$ cat config.mk
export PLATFORM = sky130hd
export DESIGN_NAME = input_conditioner
export DESIGN_NICKNAME = d
export VERILOG_FILES = /design/src/rtl/cond_pkg.sv /design/src/rtl/cond_sync.sv /design/src/rtl/cond_settle.sv /design/src/rtl/cond_strobe.sv /design/src/rtl/input_conditioner.sv
export SDC_FILE = /design/constraint.sdc
export NUM_CORES = 1
export LEC_CHECK = 0
export BUFFER_PORTS_ARGS = -buffer_cell sky130_fd_sc_hd__buf_2
export CAP_MARGIN = 20
export CORE_AREA = 8 8 45 47
export DETAILED_ROUTE_END_ITERATION = 10
export DIE_AREA = 0 0 53 55
export PLACE_DENSITY = 0.34
export SYNTH_ARGS = -nofsm -noshare
export SYNTH_HDL_FRONTEND = slang
export SYNTH_SLANG_ARGS = --single-unit
$ cat constraint.sdc
create_clock -name clk -period 1.84 [get_ports clk]
set_input_delay 0.184 -clock clk [delete_from_list [all_inputs] [get_ports clk]]
set_output_delay 0.184 -clock clk [all_outputs]
set_load 0.05 [all_outputs]
$ cat src/rtl/cond_pkg.sv
package cond_pkg;

  // Pair of transition strobes produced alongside the conditioned level.
  typedef struct packed {
    logic rise;
    logic fall;
  } cond_strobe_t;

  // Number of bits needed to hold a value (at least 1).
  function automatic int unsigned bits_for(input longint unsigned value);
    int unsigned n;
    n = 1;
    while ((longint'(1) << n) <= value) n++;
    return n;
  endfunction

endpackage

$ cat src/rtl/cond_sync.sv
// Multi-stage flip-flop synchronizer for a single asynchronous bit.
module cond_sync #(
  parameter int unsigned STAGES = 2
) (
  input  logic clk,
  input  logic reset,
  input  logic async_in,
  output logic sync_out
);

  logic [STAGES-1:0] chain_q;

  for (genvar s = 0; s < STAGES; s++) begin : g_stage
    if (s == 0) begin : g_first
      always_ff @(posedge clk) begin
        if (reset) chain_q[0] <= 1'b0;
        else       chain_q[0] <= async_in;
      end
    end else begin : g_next
      always_ff @(posedge clk) begin
        if (reset) chain_q[s] <= 1'b0;
        else       chain_q[s] <= chain_q[s-1];
      end
    end
  end

  assign sync_out = chain_q[STAGES-1];

endmodule

$ cat src/rtl/cond_settle.sv
// Settle counter: the output level follows the synchronized level only after
// WAIT_CYCLES+1 consecutive edges of disagreement.
module cond_settle #(
  parameter int unsigned CNT_W       = 2,
  parameter int unsigned WAIT_CYCLES = 3
) (
  input  logic             clk,
  input  logic             reset,
  input  logic             level_in,
  output logic             level_q,
  output logic             commit,
  output logic [CNT_W-1:0] count_q
);

  localparam logic [CNT_W-1:0] WAIT_VAL = CNT_W'(WAIT_CYCLES);

  logic             differs;
  logic             at_limit;
  logic [CNT_W-1:0] count_inc;
  logic [CNT_W-1:0] count_d;

  assign differs   = level_in ^ level_q;
  assign at_limit  = (count_q == WAIT_VAL);
  assign commit    = differs & at_limit;
  assign count_inc = count_q + CNT_W'(1);

  // Clear mux in front of the incrementer.
  always_comb begin
    if (!differs || at_limit) count_d = '0;
    else                      count_d = count_inc;
  end

  always_ff @(posedge clk) begin
    if (reset) begin
      count_q <= '0;
      level_q <= 1'b0;
    end else begin
      count_q <= count_d;
      if (commit) level_q <= level_in;
    end
  end

endmodule

$ cat src/rtl/cond_strobe.sv
// Registered transition strobes, aligned with the cycle the level changes.
module cond_strobe
  import cond_pkg::*;
(
  input  logic         clk,
  input  logic         reset,
  input  logic         commit,
  input  logic         level_q,
  output cond_strobe_t strobe_q
);

  cond_strobe_t strobe_d;

  always_comb begin
    strobe_d.rise = commit & ~level_q;
    strobe_d.fall = commit &  level_q;
  end

  always_ff @(posedge clk) begin
    if (reset) strobe_q <= '0;
    else       strobe_q <= strobe_d;
  end

endmodule

$ cat src/rtl/input_conditioner.sv
module input_conditioner
  import cond_pkg::*;
#(
  parameter int unsigned CNT_W       = 2,
  parameter int unsigned WAIT_CYCLES = 3,
  parameter int unsigned SYNC_STAGES = 2
) (
  input  logic clk,
  input  logic reset,
  input  logic noisy,
  output logic conditioned,
  output logic positiveedge,
  output logic negativeedge
);

  localparam int unsigned NEED_W = bits_for(WAIT_CYCLES);
  localparam int unsigned USE_W  = (CNT_W > NEED_W) ? CNT_W : NEED_W;

  logic              sync_lvl;
  logic              commit;
  logic [USE_W-1:0]  count;
  cond_strobe_t      strobes;

  cond_sync #(.STAGES(SYNC_STAGES)) u_sync (
    .clk      (clk),
    .reset    (reset),
    .async_in (noisy),
    .sync_out (sync_lvl)
  );

  cond_settle #(.CNT_W(USE_W), .WAIT_CYCLES(WAIT_CYCLES)) u_settle (
    .clk      (clk),
    .reset    (reset),
    .level_in (sync_lvl),
    .level_q  (conditioned),
    .commit   (commit),
    .count_q  (count)
  );

  cond_strobe u_strobe (
    .clk      (clk),
    .reset    (reset),
    .commit   (commit),
    .level_q  (conditioned),
    .strobe_q (strobes)
  );

  assign positiveedge = strobes.rise;
  assign negativeedge = strobes.fall;

endmodule

* Word-level counts from Yosys, hierarchy flattened
Cells that the tools add are included.
** Storage, ports and cells
- Register bits :: 7
- Input port bits :: 3
- Output and inout bits :: 3
- Logic and storage cells :: 16
** Cells by class
- $add $sub $neg :: 1
- Equality and inequality tests :: 1
- Bitwise operators :: 5
- Reductions and logical operators :: 3
** Operators with widths (number)
- 1-bit bitwise AND :: 3
- 2-bit by 1-bit adder with 2-bit output (second input constant) :: 1
- 2-bit == test (second input constant) :: 1
- 2-bit OR reduction :: 1
- 1-bit zero test :: 1
- 1-bit logical OR :: 1
- 1-bit NOT :: 1
- 1-bit bitwise XOR :: 1

* Longest topological paths before layout
Gate-level depths: netlist of run 1.
- Word-level depth :: 4
- Depth in mapped cells :: 3
- Gate-level depth less buffers :: 3

* Cells and area by module
Synthesis of run 1 repeated with hierarchy kept, for this count alone.
** Unflattened totals
- Cell total of the unflattened synthesis :: 19
- Area, all modules :: 235.2 um^2
** By module, submodules not included
- cond_settle :: instances 1, cells an instance 11, area an instance 121.4 um^2, sequential area each 60.1 um^2
- cond_strobe :: instances 1, cells an instance 4, area an instance 61.3 um^2, sequential area each 40.0 um^2
- cond_sync :: instances 1, cells an instance 4, area an instance 52.6 um^2, sequential area each 40.0 um^2

* Least setup slack after synthesis of run 1
OpenSTA, ideal clock, no wires.
- Path type :: reg2reg
- From :: register u_settle.level_q
- To :: register u_settle.count_q[1]
- Data arrival time :: 1.038 ns
- Setup slack :: 0.714 ns
- Stages on the path, launching flop included :: 3
- Path buffers :: 0
- Clock period less this slack :: 1.126 ns
- Cell sequence :: dfxtp_1 xnor2_1 nor4b_2
** On the way
- Word-level cells in the longest chain between the ends :: 4
** RTL lines
- start: declaration :: RTL line cond_settle.sv:10 : output logic level_q,
- start signal: assignment :: RTL line cond_settle.sv:39 : if (commit) level_q <= level_in;
- 1-bit bitwise XOR :: RTL line cond_settle.sv:22 : assign differs = level_in ^ level_q;
- 1-bit zero test :: RTL line cond_settle.sv:29 : if (!differs || at_limit) count_d = '0;
- 1-bit logical OR :: RTL line cond_settle.sv:29
- 2-bit OR reduction (no line)
- end signal: assignment :: RTL line cond_settle.sv:38 : count_q <= count_d;
- end: declaration :: RTL line cond_settle.sv:12 : output logic [CNT_W-1:0] count_q
Every way passes these cells.
A chain may end at the register's enable or synchronous reset.

* Worst setup path after layout of run 1
- From :: register u_settle.level_q
- To :: output port conditioned
** RTL lines
- end: declaration :: RTL line input_conditioner.sv:11 : output logic conditioned,
No word-level cell between the ends.

==> results_dict.tcl, run 1 <==
set metrics [dict create \
    path_class "reg -> out" \
    synth-seq-cells 7 \
    outcome "completed" \
    grt_pass1_wl_um 600 \
    io_pins 6 \
    period_share 0.595 \
    dr.pass1.iters 3 \
    crit_path_cell_trace "buf_2" \
    totalWireLength_um 349 \
    tns_ns 0 \
    drt_iter0_drc 3 \
    use_met1 0.0334 \
    ir_worst_vdd_mv 0.346 \
    yosysUniqueCellTypes 9 \
    cts_tree "done" \
    use_met2 0.0313 \
    hold_path.class "in -> reg" \
    nets 31 \
    holdWs_ns 0.147 \
    rsz0062_at_grt "false" \
    hp-start "noisy" \
    clk_path_buf_depth 2 \
    dieArea_um2 2920 \
    power_leakage_uw 0.000125 \
    min_to "u_sync.chain_q[0]$_SDFF_PP0_" \
    maxCapViolations 0 \
    ys_warn_count 0 \
    finalHoldViolCount 0 \
    dpl.hpwl_um 273 \
    cts_buffers 3 \
    drc 0 \
    postSynthCellCount 17 \
    hold_depth 2 \
    crit_path_end_kind "primary output" \
    grtUsageTotal 0.0311 \
    seqCellArea_um2 140 \
    die_h_um 55 \
    path_clk_slew_ns 0.05 \
    worstPathMaxFanout 5 \
    grt-busiest-layer "met3" \
    syn_area_um2 234 \
    r2r-start "u_settle.count_q[0]$_SDFF_PP0_" \
    critPathTopFamily "flip-flops" \
    syn_nets 21 \
    met3_usage 0.0428 \
    ff2ff_setup_slack_ns 0.89 \
    cp_data_arrival_time_ns 0.91 \
    r2r_cells 3 \
    area_growth_pct 30.5 \
    clk_latency_ns 0.25 \
    critPathRequiredTime_ns 1.66 \
    fin_skew_ns 0.00332 \
    cp_slowest_stage_delay_ns 0.38 \
    cts_sinks 7 \
    fmax_mhz 913 \
    tightest_slew_ns 0.250 \
    r2r-end "u_settle.level_q$_SDFFE_PP0P_" \
    p_per_area_nw_per_um2 978 \
    avgSynthCellArea_um2 13.8 \
    slew_headroom 0.832 \
    grt_overflow_total 0 \
    via_per_inst 3.60 \
    finalWeightedCongestion 0.631 \
    htreeDepth 1 \
    worst_path_max_delay_cell "dfxtp_1" \
    detail-route-antenna-nets 0 \
    grt_max_degree 8 \
    startpoint_type "flop" \
    wire_per_inst_um 8.31 \
    core_area_um2 1380 \
    vias 151 \
    start_util 0.169 \
    grt_pass1_vias 152 \
    portBuffers 5 \
    yosysSeqAreaShare 0.599 \
    multi_input_area_um2 93.8 \
    fin_util 0.221 \
    setup_viol_count_final 0 \
    antenna-diode-count 0 \
    crit_buf_inv 1 \
    rows 14 \
    maxSlewViolCount 0 \
    period_needed_ns 1.09 \
    die_x_um 53 \
    fillers 161 \
    drive_gt1_frac 0.423 \
    cts-root-buf "clkbuf_4" \
    hold_buffers 0 \
    cts_setup_buffers 0 \
    antenna_found_initial 0 \
    cts_resized 0 \
]
==> flip-flops by register name, summed over array words and instances (netlist names) <==
name,cells
u_sync.sync_out,1
u_settle.count_q,2
u_strobe.strobe_q,2
u_sync.chain_q,1
u_settle.level_q,1
==> cell usage after synthesis (all sizes together) <==
library cell / n / area (µm²)
nor2: 1 / 3.75
and4bb: 2 / 25.0
ha: 1 / 12.5
dfxtp: 7 / 140
mux2i: 1 / 10.0
nor4b: 1 / 15.0
nor4: 1 / 6.26
xnor2: 1 / 8.76
nor2b: 2 / 12.5
==> metal layers <==
metal	share of wire	wire length, µm
met1	0.42	146
met2	0.40	139
met3	0.18	62
met4	0	0
met5	0	0
==> cells in the final DEF, fill, tap and decap left out, drive strengths merged <==
| cell | count |
|---|---|
| dfxtp | 7 |
| buf | 5 |
| clkbuf | 4 |
| nor2b | 2 |
| and4bb | 2 |
| xnor2 | 1 |
| nor4b | 1 |
| mux2i | 1 |
| nor2 | 1 |
| nor4 | 1 |
| ha | 1 |
==> metrics by stage <==
| stage | total power [µW] | cell area (µm²) | std cells | setup slack [ns] |
|---|---|---|---|---|
| after floorplan | 163 | 234 | 17 | 0.714 |
| after global placement | 167 | 279 | 38 | 0.897 |
| after detailed placement | 167 | 279 | 38 | 0.888 |
| after CTS | 305 | 305 | 42 | 0.726 |
| after global routing | 320 | 305 | 42 | 0.666 |
| final | 298 | 305 | 42 | 0.745 |
==> worst max-delay path by stage <==
stage | start | endpoint | cells after the start | slack (ns)
finish | u_settle.level_q$_SDFFE_PP0P_ | conditioned | 1 | 0.75
global placement | u_settle.count_q[0]$_SDFF_PP0_ | u_settle.level_q$_SDFFE_PP0P_ | 3 | 0.90
CTS | u_settle.level_q$_SDFFE_PP0P_ | conditioned | 1 | 0.73
global route | u_settle.level_q$_SDFFE_PP0P_ | conditioned | 1 | 0.67
detailed placement | u_settle.count_q[0]$_SDFF_PP0_ | u_settle.level_q$_SDFFE_PP0P_ | 3 | 0.89
floorplan | u_settle.level_q$_SDFFE_PP0P_ | u_settle.count_q[1]$_SDFF_PP0_ | 2 | 0.71
==> cells by family (layout without fill, tap and decap cells) <==
group                      count (synthesis)  after routing  share of synthesized area
buffers and inverters                      0              9                          0
xor gates and xnor gates                   1              1                     0.0374
muxes                                      1              1                     0.0428
adders and majority gates                  1              1                     0.0535
DFF                                        7              7                      0.599
and+or+nand+nor                            7              7                      0.267
==> power breakdown <==
group | switching, µW | total (µW) | internal [µW]
sequential | 1.29 | 156 | 155
clock | 52.3 | 135 | 82.5
combinational | 3.49 | 7.82 | 4.32
==> layout make-up <==
cell class              instances  share of cell area
multi-input cells              10               0.307
repair buffers                  5              0.0820
flip-flops and latches          7               0.459
well taps                      16              0.0656
clock buffers                   4              0.0861
Power figures use the tool's default switching activity.
==> run 2, diff against run 1 <==
PLACE_DENSITY = 0.35   (was 0.34)
clock period = 1 ns   (was 1.84 ns; I/O delays follow)
==> run 2 against run 1 <==
  * First-iteration DRC count is 67% lower
  * Design area is 5.3% higher
  * Utilization is 1.2 points higher
  * Combinational power is 96% higher
  * Largest power group unchanged
  * Non-clock buffer count stayed put
==> results_dict.tcl, run 2 (synthesized netlist as in run 1, its figures left out) <==
set metrics [dict create \
    outcome "completed" \
    antenna_found_initial 0 \
    path_class "reg -> out" \
    fin_skew_ns 0.00291 \
    start_util 0.169 \
    path_clk_slew_ns 0.05 \
    nets 31 \
    hold_path.class "in -> reg" \
    drc 0 \
    p_per_area_nw_per_um2 1720 \
    dr.pass1.iters 2 \
    period_share 0.947 \
    dieArea_um2 2920 \
    fin_cells 42 \
    tightest_slew_ns 0.244 \
    drt_iter0_drc 1 \
    cts_buffers 3 \
    grtUsageTotal 0.0377 \
    cts-root-buf "clkbuf_4" \
    use_met2 0.0449 \
    finalWeightedCongestion 0.663 \
    via_per_inst 3.81 \
    grt_max_degree 8 \
    crit_path_cell_trace "clkbuf_4" \
    r2r_cells 3 \
    die_h_um 55 \
    grt_pass1_wl_um 696 \
    fin_util 0.232 \
    slew_headroom 0.836 \
    min_to "u_sync.chain_q[0]$_SDFF_PP0_" \
    cts_sinks 7 \
    r2r-end "u_settle.level_q$_SDFFE_PP0P_" \
    maxSlewViolCount 0 \
    antenna-diode-count 0 \
    drive_gt1_frac 0.500 \
    maxCapViolations 0 \
    met3_usage 0.0508 \
    cp_data_arrival_time_ns 0.85 \
    reg_top3 "u_settle.count_q (2), u_strobe.strobe_q (2)" \
    detail-route-antenna-nets 0 \
    worst_path_max_delay_cell "dfxtp_2" \
    clk_path_buf_depth 2 \
    hold_depth 2 \
    fmax_mhz 1060 \
    dp_cells 38 \
    critPathLaunch "u_settle.level_q$_SDFFE_PP0P_" \
    grt_overflow_total 0 \
    mostFrequentLayoutCells "dfxtp_1, clkbuf_4, buf_2" \
    holdWs_ns 0.0618 \
    hp-start "noisy" \
    use_met1 0.0364 \
    worstPathMaxFanout 5 \
    ir_worst_vdd_mv 0.724 \
    setup_viol_count_final 0 \
    clk_latency_ns 0.25 \
    cts_tree "done" \
    area_growth_pct 37.4 \
    critPathRequiredTime_ns 0.90 \
    finalHoldViolCount 0 \
    portBuffers 5 \
    wire_per_inst_um 10.3 \
    grt-busiest-layer "met3" \
    cp_slowest_stage_delay_ns 0.36 \
    crit_buf_inv 1 \
    r2r-start "u_settle.count_q[0]$_SDFF_PP0_" \
    core_area_um2 1380 \
    rows 14 \
    vias 160 \
    mostFrequentLayoutCell "dfxtp_1" \
    critPathTopFamily "flip-flops" \
    crit_path_end_kind "primary output" \
    totalWireLength_um 433 \
    io_pins 6 \
    htreeDepth 1 \
    grt_pass1_vias 176 \
    die_x_um 53 \
    ff2ff_setup_slack_ns 0.08 \
    startpoint_type "flop" \
    period_needed_ns 0.947 \
    power_leakage_uw 0.000122 \
]
run 2: how the worst max path moves through the flow:
stage | endpoint | depth (start not counted)
after floorplan | u_settle.count_q[1]$_SDFF_PP0_ | 2
after global placement | u_settle.level_q$_SDFFE_PP0P_ | 3
after detailed placement | u_settle.level_q$_SDFFE_PP0P_ | 3
after CTS | u_settle.level_q$_SDFFE_PP0P_ | 3
after global routing | u_settle.level_q$_SDFFE_PP0P_ | 3
final | conditioned | 1
run 2: layout make-up:
cell class	count	area [µm²]
clock buffer	4	26.3
tap	16	20.0
timing repair buffer	5	27.5
multi-input combinational	10	106
sequential	7	141
fill	158	1060
run 2: where the power goes:
part | switching, µW | internal (µW)
Sequential | 3.34 | 284
Combinational | 6.84 | 8.50
Clock | 99.4 | 152
run 2: routing by layer:
metal | part of all wire | vias to the layer above
li1 | - | 78
met1 | 0.43 | 74
met2 | 0.45 | 8
met3 | 0.12 | 0
met4 | 0 | 0
met5 | 0 | -
run 2: through the flow:
stage | worst slack, ns | power, µW | setup TNS, ns | cell area (µm²)
global placement | 0.0514 | 307 | 0 | 280
detailed placement | 0.0346 | 307 | 0 | 280
finish | 0.0534 | 554 | 0 | 322
floorplan | 0.0825 | 299 | 0 | 235
CTS | 0.0125 | 562 | 0 | 307
global route | -0.00557 | 582 | -0.00557 | 322
run 2: repair_timing:
action	in CTS	in global routing
resized for setup	0	3
setup endpoints to repair	0	3
setup buffers	0	0
hold buffers	0	0
==> run 3, diff against run 2 <==
REMOVE_ABC_BUFFERS = 1   (was unset)
==> run 3 against run 2 <==
  * Sequential share of layout area is 0.73 points lower
  * Clock skew is essentially flat
  * Die area is the same
  * Maximum frequency about the same
  * First-iteration DRC count stayed put
  * Design area grew 0.78%
  * Non-clock buffer count unchanged
  * Register-to-register slack about the same
  * Utilization is 0.18 points higher
  * Sequential cell count unchanged
  * Sequential power about the same
  * Critical endpoint unchanged
  * Global-route usage is 0.11 points lower
==> results_dict.tcl, run 3 (synthesized netlist as in run 1, its figures left out) <==
set metrics [dict create \
    outcome "completed" \
    detail-route-antenna-nets 0 \
    dieArea_um2 2920 \
    rsz0062_at_grt "true" \
    drive_gt1_frac 0.462 \
    finalWeightedCongestion 0.658 \
    mostFrequentLayoutCells "dfxtp_1, buf_2, clkbuf_4" \
    cts_tree "done" \
    drt_iter0_drc 1 \
    antenna-diode-count 0 \
    worst_slack_ns 0.0541 \
    cts-root-buf "clkbuf_4" \
    ff2ff_setup_slack_ns 0.09 \
    crit_path_end_kind "primary output" \
    place_area_um2 279 \
    drc 0 \
    min_to "u_sync.chain_q[0]$_SDFF_PP0_" \
    cts_resized 1 \
    cp_slowest_stage_delay_ns 0.41 \
    grt_max_degree 8 \
    r2r-start "u_settle.count_q[0]$_SDFF_PP0_" \
    reg_top3 "u_settle.count_q (2), u_strobe.strobe_q (2)" \
    p_per_area_nw_per_um2 1700 \
    rows 14 \
    worstPathMaxFanout 5 \
    ir_worst_vdd_mv 0.719 \
    fillers 157 \
    cts_setup_buffers 0 \
    hp-start "noisy" \
    crit_buf_inv 1 \
    r2r_cells 3 \
    tightest_slew_ns 0.254 \
    antenna_found_initial 0 \
    dp_cells 38 \
    die_h_um 55 \
    clk_latency_ns 0.25 \
    finalPower_uw 552 \
    worst_path_max_delay_cell "dfxtp_1" \
    slew_headroom 0.832 \
    hold_buffers 0 \
    portBuffers 5 \
    maxSlewViolCount 0 \
    via_per_inst 3.88 \
    hold_depth 2 \
    critPathRequiredTime_ns 0.90 \
    clk_path_buf_depth 2 \
    r2r-end "u_settle.level_q$_SDFFE_PP0P_" \
    die_x_um 53 \
    htreeDepth 1 \
    mostFrequentLayoutCell "dfxtp_1" \
    fin_cells 42 \
    cts_buffers 3 \
    critPathTopFamily "flip-flops" \
    core_area_um2 1380 \
    holdWs_ns 0.0643 \
    finalHoldViolCount 0 \
    nets 31 \
    grtUsageTotal 0.0366 \
    grt_pass1_wl_um 683 \
    grt_overflow_total 0 \
    totalWireLength_um 391 \
    wire_per_inst_um 9.31 \
    area_growth_pct 38.5 \
    cts_sinks 7 \
    path_clk_slew_ns 0.05 \
    dp_slack_ns 0.0339 \
    setup_viol_count_final 0 \
    hold_path.class "in -> reg" \
    path_class "reg -> out" \
    period_share 0.946 \
    dr.pass1.iters 2 \
    crit_path_cell_trace "buf_6" \
    fmax_mhz 1060 \
    maxCapViolations 0 \
    fin_skew_ns 0.00245 \
    fin_area_um2 324 \
    start_util 0.169 \
    startpoint_type "flop" \
    power_leakage_uw 0.000123 \
    cp_data_arrival_time_ns 0.85 \
    grt_pass1_vias 182 \
    period_needed_ns 0.946 \
    vias 163 \
    io_pins 6 \
]
run 3: changes by cell type in the layout (fill, tap and decap cells not counted), sizes merged:
cell and change:
buf +1, clkbuf -1
run 3: through the flow:
| stage | setup TNS, ns | utilization |
|---|---|---|
| floorplan | -0.255 | - |
| CTS | 0 | 0.222 |
| finish | 0 | 0.234 |
| detailed placement | 0 | 0.202 |
| global route | -0.0101 | 0.234 |
| global placement | 0 | 0.202 |
run 3: routing by layer:
layer	vias to the layer above	routed length, µm	track usage
met3	0	51	0.0508
met5	-	0	0
met4	0	0	0.0129
met2	8	166	0.0430
li1	80	-	-
met1	75	174	0.0350
run 3: where the power goes:
part / internal (µW) / switching, µW
clock network: 152 / 97.3
registers: 284 / 3.48
logic: 8.49 / 6.48
run 3: worst max path at each step:
stage                              startpoint                             end  slack (ns)  cells after the start
2_1_floorplan   u_settle.level_q$_SDFFE_PP0P_  u_settle.count_q[1]$_SDFF_PP0_       -0.13                      2
3_3_place_gp   u_settle.count_q[0]$_SDFF_PP0_   u_settle.level_q$_SDFFE_PP0P_        0.05                      3
3_5_place_dp   u_settle.count_q[0]$_SDFF_PP0_   u_settle.level_q$_SDFFE_PP0P_        0.03                      3
4_1_cts        u_settle.count_q[0]$_SDFF_PP0_   u_settle.level_q$_SDFFE_PP0P_        0.02                      3
5_1_grt         u_settle.level_q$_SDFFE_PP0P_                     conditioned       -0.01                      1
6_report        u_settle.level_q$_SDFFE_PP0P_                     conditioned        0.05                      1
run 3: area by class of cell:
cell class	instances	area [µm²]	share of cell area
Sequential cell	7	140	0.432
Timing Repair Buffer	5	31.3	0.0965
Tap cell	16	20.0	0.0618
Multi-Input combinational cell	10	106	0.328
Clock buffer	4	26.3	0.0811
